File: src/rtl/mem_route_pkg.sv
package mem_route_pkg;
  typedef enum logic [2:0] {
    CLS_FETCH  = 3'd0,
    CLS_DIRECT = 3'd1,
    CLS_INDIR  = 3'd2,
    CLS_XPAGE  = 3'd3,
    CLS_XLONG  = 3'd4,
    CLS_STACK  = 3'd5
  } acc_class_e;

  localparam int TGT_N     = 7;
  localparam int T_IROM    = 0;
  localparam int T_XCODE   = 1;
  localparam int T_LORAM   = 2;
  localparam int T_HIRAM   = 3;
  localparam int T_REGS    = 4;
  localparam int T_AUX     = 5;
  localparam int T_XDATA   = 6;
endpackage

File: src/rtl/mem_route_mode.sv
module mem_route_mode (
  input  logic clk,
  input  logic rst_n,
  input  logic ext_code_pin,
  input  logic aux_off_in,
  output logic ea_q,
  output logic cfg_q
);
  always_ff @(posedge clk) begin
    if (!rst_n) begin
      ea_q  <= ext_code_pin;
      cfg_q <= 1'b0;
    end else begin
      cfg_q <= aux_off_in;
    end
  end
endmodule

File: src/rtl/mem_route_decode.sv
module mem_route_decode
  import mem_route_pkg::*;
#(
  parameter int ADDR_W   = 16,
  parameter int ROM_BYTES = 16384,
  parameter int AUX_BYTES = 256,
  parameter int LO_BYTES  = 128
) (
  input  logic              go,
  input  logic [2:0]        cls,
  input  logic [ADDR_W-1:0] addr,
  input  logic              ea_q,
  input  logic              cfg_q,
  output logic [TGT_N-1:0]  sel,
  output logic              err
);
  localparam int LO_W = $clog2(LO_BYTES);

  logic [7:0] byte_lo;
  logic       in_lo, in_rom, in_aux;

  assign byte_lo = addr[7:0];
  assign in_lo   = (byte_lo[7:LO_W] == '0);
  assign in_rom  = ({16'd0, addr} < 32'(ROM_BYTES));
  assign in_aux  = ({16'd0, addr} < 32'(AUX_BYTES));

  always_comb begin
    sel = '0;
    err = 1'b0;
    if (go) begin
      case (cls)
        CLS_FETCH:  sel[(ea_q && in_rom) ? T_IROM : T_XCODE] = 1'b1;
        CLS_DIRECT: sel[in_lo ? T_LORAM : T_REGS] = 1'b1;
        CLS_INDIR,
        CLS_STACK:  sel[in_lo ? T_LORAM : T_HIRAM] = 1'b1;
        CLS_XPAGE:  sel[cfg_q ? T_XDATA : T_AUX] = 1'b1;
        CLS_XLONG:  sel[(!cfg_q && in_aux) ? T_AUX : T_XDATA] = 1'b1;
        default:    err = 1'b1;
      endcase
    end
  end
endmodule

File: src/rtl/mem_route_bus.sv
module mem_route_bus
  import mem_route_pkg::*;
#(
  parameter int ADDR_W = 16,
  parameter int DATA_W = 8
) (
  input  logic [TGT_N-1:0]  sel,
  input  logic [2:0]        cls,
  input  logic [ADDR_W-1:0] addr,
  input  logic [DATA_W-1:0] wdata,
  input  logic              rd,
  input  logic              wr,
  output logic              lo_oe,
  output logic [7:0]        lo_addr,
  output logic              hi_oe,
  output logic [ADDR_W-9:0] hi_addr,
  output logic              wd_oe,
  output logic [DATA_W-1:0] wd,
  output logic              ext_rd,
  output logic              ext_wr,
  output logic              code_rd
);
  logic xdata, xcode, wide;

  assign xdata   = sel[T_XDATA];
  assign xcode   = sel[T_XCODE];
  assign wide    = xcode || (xdata && cls != 3'(CLS_XPAGE));

  assign lo_oe   = xdata || xcode;
  assign lo_addr = lo_oe ? addr[7:0] : 8'd0;
  assign hi_oe   = wide;
  assign hi_addr = wide ? addr[ADDR_W-1:8] : '0;
  assign ext_rd  = xdata && rd;
  assign ext_wr  = xdata && wr;
  assign wd_oe   = xdata && wr;
  assign wd      = wd_oe ? wdata : '0;
  assign code_rd = xcode;
endmodule

File: src/rtl/mem_route.sv
module mem_route
  import mem_route_pkg::*;
#(
  parameter int ADDR_W    = 16,
  parameter int DATA_W    = 8,
  parameter int ROM_BYTES = 16384,
  parameter int AUX_BYTES = 256,
  parameter int LO_BYTES  = 128
) (
  input  logic              clk,
  input  logic              rst_n,
  input  logic              ext_code_pin,
  input  logic              aux_off_in,
  input  logic              req_valid,
  output logic              req_ready,
  input  logic [2:0]        req_class,
  input  logic [ADDR_W-1:0] req_addr,
  input  logic [DATA_W-1:0] req_wdata,
  input  logic              req_rd,
  input  logic              req_wr,
  output logic [TGT_N-1:0]  tgt_sel,
  output logic              req_err,
  output logic              bus_lo_oe,
  output logic [7:0]        bus_lo_addr,
  output logic              bus_hi_oe,
  output logic [ADDR_W-9:0] bus_hi_addr,
  output logic              bus_wdata_oe,
  output logic [DATA_W-1:0] bus_wdata,
  output logic              bus_rd,
  output logic              bus_wr,
  output logic              code_rd
);
  logic ea_q, cfg_q, go;

  assign req_ready = rst_n;
  assign go        = req_valid && req_ready;

  mem_route_mode u_mode (
    .clk(clk), .rst_n(rst_n), .ext_code_pin(ext_code_pin),
    .aux_off_in(aux_off_in), .ea_q(ea_q), .cfg_q(cfg_q)
  );

  mem_route_decode #(
    .ADDR_W(ADDR_W), .ROM_BYTES(ROM_BYTES),
    .AUX_BYTES(AUX_BYTES), .LO_BYTES(LO_BYTES)
  ) u_dec (
    .go(go), .cls(req_class), .addr(req_addr), .ea_q(ea_q),
    .cfg_q(cfg_q), .sel(tgt_sel), .err(req_err)
  );

  mem_route_bus #(.ADDR_W(ADDR_W), .DATA_W(DATA_W)) u_bus (
    .sel(tgt_sel), .cls(req_class), .addr(req_addr), .wdata(req_wdata),
    .rd(req_rd), .wr(req_wr), .lo_oe(bus_lo_oe), .lo_addr(bus_lo_addr),
    .hi_oe(bus_hi_oe), .hi_addr(bus_hi_addr), .wd_oe(bus_wdata_oe),
    .wd(bus_wdata), .ext_rd(bus_rd), .ext_wr(bus_wr), .code_rd(code_rd)
  );
endmodule

File: config.mk
export PLATFORM = sky130hd
export DESIGN_NAME = mem_route
export DESIGN_NICKNAME = d
export VERILOG_FILES = /design/src/rtl/mem_route_pkg.sv /design/src/rtl/mem_route_mode.sv /design/src/rtl/mem_route_decode.sv /design/src/rtl/mem_route_bus.sv /design/src/rtl/mem_route.sv
export SDC_FILE = /design/constraint.sdc
export NUM_CORES = 1
export LEC_CHECK = 0
export ABC_AREA = 1
export BUFFER_PORTS_ARGS = -buffer_cell sky130_fd_sc_hd__buf_4
export CORE_MARGIN = 4
export CORE_UTILIZATION = 30
export DETAILED_ROUTE_END_ITERATION = 8
export GPL_TIMING_DRIVEN = 0
export PLACE_DENSITY_LB_ADDON = 0.3
export SLEW_MARGIN = 20
export SYNTH_ARGS = -nofsm -noshare
export SYNTH_HDL_FRONTEND = slang
export SYNTH_SLANG_ARGS = --single-unit
File: constraint.sdc
create_clock -name clk -period 1.65 [get_ports clk]
set_input_delay 0.165 -clock clk [delete_from_list [all_inputs] [get_ports clk]]
set_output_delay 0.165 -clock clk [all_outputs]
set_load 0.01 [all_outputs]
# ---- After elaboration in Yosys (flattened, before gate mapping)
# Index checks and enable logic that the tools add are counted.
dict set report word_totals {
  regBits 2
  in_bits 34
  word_cells 59
  output_inout_bits 39
}
dict set report op_classes {
  reduce_logical 17
  mux 22
  n_lt_le_gt_ge 12
  eq_ne 6
}
# operator n
set op_table {}
lappend op_table {{32-bit by 1-bit >= comparator with 1-bit output, second input constant} 5}
lappend op_table {{32-bit by 5-bit < comparator with 1-bit output, second input constant} 5}
lappend op_table {{7-bit one-hot mux with 5 select lines} 1}
lappend op_table {{8-bit 2-to-1 mux} 3}
lappend op_table {{16-bit by 15-bit < comparator with 1-bit output, second input constant} 1}
lappend op_table {{16-bit by 9-bit < comparator with 1-bit output, second input constant} 1}
lappend op_table {{1-bit demux with 3-bit select} 5}
lappend op_table {{1-bit logical AND} 11}
lappend op_table {{1-bit 2-to-1 mux} 9}
lappend op_table {{7-bit 2-to-1 mux} 1}
lappend op_table {{3-bit by 2-bit == test with 1-bit output, second input constant} 2}
lappend op_table {{3-bit == test, second input constant} 2}
lappend op_table {{6-bit OR reduction} 1}
lappend op_table {{2-bit 2-to-1 mux} 2}
lappend op_table {{3-bit by 1-bit == test with 1-bit output, second input constant} 1}
lappend op_table {{3-bit logical NOT} 1}
lappend op_table {{3-bit 2-to-1 mux} 1}
lappend op_table {{3-bit by 2-bit != test with 1-bit output, second input constant} 1}
lappend op_table {{1-bit logical OR} 2}
lappend op_table {{2-bit OR reduction} 1}
lappend op_table {{1-bit logical NOT} 1}

# ---- Logic depth before layout (Yosys ltp)
dict set report logic_depth {
  word_depth 12
  depth_mapped 9
}

# ---- Modules after synthesis
# A second synthesis with hierarchy kept.
dict set report hier_totals {
  cells_unflattened 105
  hier_area_um2 488.0
}
# module instances cells_per_inst seq_area_each_um2 area_per_inst_um2
set modules_own_cells {}
lappend modules_own_cells {mem_route_bus 1 62 0.0 255.2}
lappend modules_own_cells {mem_route_decode 1 35 0.0 156.4}
lappend modules_own_cells {mem_route_mode 1 5 50.0 61.3}
lappend modules_own_cells {mem_route 1 3 0.0 15.0}

# ---- Worst setup path after synthesis
# OpenSTA, ideal clock, no wires.
dict set report synth_timing {
  path_type {reg2out}
  start {register u_mode.cfg_q}
  end {output port bus_wr}
  setup_slack_ns 0.317
  t_required_ns 1.485
  arrival_ns 1.168
  path_stages_with_launch 10
  path_cell_list {dfxtp_1 > nor2_1 > nand2_1 > o21bai_1 > nand2_2 > nand2_4 > inv_4 > nand2_4 > inv_1 > buf_4}
}
dict set report synth_between {
  elab_chain_len 10
  elab_cells_between_ends 17
}
# item line_no
set synth_lines {}
lappend synth_lines {{start: declaration} mem_route_mode.sv:7} ;# output logic cfg_q
lappend synth_lines {{start signal: assignment} mem_route_mode.sv:14} ;# cfg_q <= aux_off_in;
lappend synth_lines {{1-bit logical NOT} mem_route_decode.sv:37} ;# CLS_XLONG: sel[(!cfg_q && in_aux) ? T_AUX : T_XDATA] = 1'b1;
lappend synth_lines {{1-bit logical AND} mem_route_decode.sv:37}
lappend synth_lines {{2-bit 2-to-1 mux} mem_route_decode.sv:37}
lappend synth_lines {{32-bit by 1-bit >= comparator with 1-bit output (implied by the code) or 32-bit by 5-bit < comparator with 1-bit output (tied branches)} mem_route_decode.sv:37}
lappend synth_lines {{1-bit logical AND} mem_route_decode.sv:37}
lappend synth_lines {{1-bit 2-to-1 mux} mem_route_decode.sv:37}
lappend synth_lines {{1-bit demux with 3-bit select} n/a}
lappend synth_lines {{7-bit one-hot mux with 5 select lines *} mem_route_decode.sv:31} ;# case (cls)
lappend synth_lines {{7-bit 2-to-1 mux *} mem_route_decode.sv:30} ;# if (go) begin
lappend synth_lines {{via tgt_sel[6]} mem_route.sv:21} ;# output logic [TGT_N-1:0] tgt_sel,
lappend synth_lines {{1-bit logical AND *} n/a}
lappend synth_lines {{end: declaration} mem_route.sv:30} ;# output logic bus_wr,
# The timed path passes the listed nets; every way through them passes the cells marked *.

# ---- Final worst setup path
dict set report layout_timing {
  start {register u_mode.cfg_q}
  end {output port bus_wdata[0]}
}
dict set report layout_between {
  elab_chain_len 11
  elab_cells_between_ends 18
}
# item line_no
set layout_lines {}
lappend layout_lines {{1-bit logical NOT} mem_route_decode.sv:37}
lappend layout_lines {{1-bit logical AND} mem_route_decode.sv:37}
lappend layout_lines {{2-bit 2-to-1 mux} mem_route_decode.sv:37}
lappend layout_lines {{32-bit by 1-bit >= comparator with 1-bit output (implied by the code) or 32-bit by 5-bit < comparator with 1-bit output (tied branches)} mem_route_decode.sv:37}
lappend layout_lines {{1-bit logical AND} mem_route_decode.sv:37}
lappend layout_lines {{1-bit 2-to-1 mux} mem_route_decode.sv:37}
lappend layout_lines {{1-bit demux with 3-bit select} n/a}
lappend layout_lines {{7-bit one-hot mux with 5 select lines *} mem_route_decode.sv:31}
lappend layout_lines {{7-bit 2-to-1 mux *} mem_route_decode.sv:30}
lappend layout_lines {{1-bit logical AND *} mem_route_bus.sv:35} ;# assign wd_oe = xdata && wr;
lappend layout_lines {{8-bit 2-to-1 mux *} mem_route_bus.sv:36} ;# assign wd = wd_oe ? wdata : '0;
lappend layout_lines {{end: declaration} mem_route.sv:28} ;# output logic [DATA_W-1:0] bus_wdata,
# Every way passes the cells marked *; elsewhere a longest branch is shown, timed or not.

==> impl_metrics.json <==
{
  "status": "finished clean",
  "fmax_ghz": 0.631,
  "wire_per_inst_um": 11.2,
  "ys_seq_elements": 2,
  "yosys.area.top_type_share_pct": 23.3,
  "drc_errors": 0,
  "ys_top_cells_by_count": "inv_1 (33), nor2_1 (19), a21oi_1 (8), nand2_1 (8), nor2_2 (8)",
  "end_kind": "output pin",
  "h-tree-depth": 1,
  "syn_area_um2": 532,
  "hold_class": "input port to register",
  "grt_use_total_pct": 17.1,
  "overflow": 0,
  "synth.area.top_cells": "inv_1 (23%), nor2_1 (13%), nor2_2 (9.4%)",
  "maxSlewViolCount": 0,
  "slew_headroom_pct": 84.9,
  "irDropWorstVdd_mv": 0.345,
  "postRouteAntennaNets": 0,
  "layout.nets": 216,
  "worst-setup-path-type": "register to output pin",
  "num_io_pins": 73,
  "dr.pass1.iters": 4,
  "grt_max_degree": 11,
  "cap_violations": 0,
  "synth.avg_cell_area_um2": 5.21,
  "grt_pass1_vias": 826,
  "cp.required_ns": 1.48,
  "p_int_w": 0.000242,
  "finalSetupViolCount": 0,
  "finalHoldViolations": 0,
  "critPathLaunch": "u_mode.cfg_q",
  "swShare_pct": 31.7,
  "seqPwrFrac_pct": 16.3,
  "syn-instance-count": 102,
  "power_frac_comb_pct": 49.8,
  "syn_to_final_growth_pct": 129,
  "yosysSeqAreaShare_pct": 9.41,
  "synth.yosys.warnings": 0,
  "final_cells": 205,
  "viasPerCell": 4.22,
  "synth_nets": 136,
  "ys_dominant_reg_cell": "edfxtp_1",
  "start_util_pct": 33.4,
  "antenna_found_initial": 0,
  "power_density_nw_per_um2": 291,
  "min_period_over_period_pct": 96.1,
  "worstSetupStartpointType": "register",
  "design.core.area_um2": 1590,
  "die_y_um": 50.1,
  "layout-drive-gt1-share_pct": 57.5,
  "totalWireLength_um": 2300,
  "dp.cells": 198,
  "path_clk_slew_ns": 0.04,
  "detailedRoute.firstIterationViolations": 3,
  "synth.largest_area_cell": "inv_1",
  "switchingPower_w": 0.000112,
  "routabilityCongestion": 0.764,
  "clk_path_buf_depth": 2,
  "post-route-min-period_ns": 1.58,
  "dpl_cell_area_um2": 1100,
  "async_reset_ff_share_pct": 0,
  "cts_buffers": 3,
  "die_x_um": 50.1,
  "rsz0062_at_grt": "yes",
  "cts_sinks": 2,
  "root_buffer": "clkbuf_4",
  "yosysMostFrequentCell": "inv_1",
  "diodes": 0,
  "fin_area_um2": 1220,
  "synth_edf_count": 1,
  "synth.distinct_cells": 23,
  "crit_arrival_ns": 1.42,
  "hold_path_startpoint": "ext_code_pin",
  "cts_tree": "done",
  "crit_fanout": 8,
  "num_rows": 14,
  "dp_hpwl_um": 1840,
  "die_area_um2": 2510,
  "p_leak_nw": 0.766,
  "worstMarginPinSlew_ns": 0.225,
  "io_buffer_count": 72,
  "grt_pass1_wl_um": 3390,
  "final.fill_count": 135,
  "vias": 865,
  "clkPwrFrac_pct": 33.9,
  "tns_ns": 0,
  "hold_slack_ns": 0.113
}
==> final cells by class <==
| type | instances | area (µm²) | share of cell area [%] |
|---|---|---|---|
| Timing Repair Buffer | 75 | 594 | 48.7 |
| Multi-Input combinational cell | 59 | 347 | 28.4 |
| Sequential cell | 2 | 51.3 | 4.21 |
| Clock buffer | 4 | 26.3 | 2.15 |
| Buffer | 4 | 27.5 | 2.26 |
| Inverter | 37 | 144 | 11.8 |
| Tap cell | 24 | 30.0 | 2.46 |
==> path summary, 6_finish.rpt <==
path,endpoint,cells past startpoint
min,u_mode.ea_q,1
max,bus_wdata[0],10
==> layout by cell type, fill, tap and decap left out, types with 2 or more instances in the layout <==
master,n
buf_4,72
inv_1,33
nor2_1,18
nand2_1,8
a21oi_1,8
nor2_2,6
buf_6,5
nor2_4,3
clkbuf_4,3
nand3_1,2
inv_2,2
nand2_2,2
inv_4,2
==> registers in the layout, indices dropped and copies added (netlist names) <==
signal        count
u_mode.ea_q       1
u_mode.cfg_q      1
==> through the flow <==
step                      utilization, %  worst slack, ns  power [W]
after floorplan                        -            0.317   0.000122
after global placement              69.2            0.131   0.000216
after detailed placement            69.2            0.107   0.000222
after CTS                           73.1           0.0193   0.000352
after global routing                76.5          -0.0404   0.000387
final                               76.5           0.0650   0.000355
==> routing by layer <==
metal	global-route usage [%]	wire (µm)
met4	7.37	40
met1	15.2	695
met2	34.6	1370
met5	0	0
met3	4.82	196
==> power by group through the flow <==
stage / Clock [W] / Sequential, W / Combinational [W]
after detailed placement: 0 / 0.0000584 / 0.000163
after global placement: 0 / 0.0000582 / 0.000158
after floorplan: 0 / 0.0000578 / 0.0000639
after global routing: 0.000135 / 0.0000579 / 0.000193
final: 0.000120 / 0.0000578 / 0.000177
after CTS: 0.000125 / 0.0000577 / 0.000169
==> worst max-delay path, cell delays in order (launching register included) <==
cell	delay (ns)
dfxtp_2	0.31
nor2_2	0.07
nand2_1	0.06
o21bai_1	0.15
nand2_2	0.10
nand2_4	0.09
inv_4	0.05
nand2_8	0.07
buf_12	0.13
nor2_2	0.04
buf_4	0.13
==> cell families after synthesis <==
group,synth area share (%)
buf+inv,31.8
flops,9.41
simple gates,45.9
compound gates,12.9
==> timing repair <==
action | CTS | global route
hold buffers | 0 | 0
pin swaps | 3 | 0
buffers inserted | 2 | 1
setup endpoints to repair | 1 | 26
gates resized for setup | 1 | 12
Power figures use the tool's default switching activity.
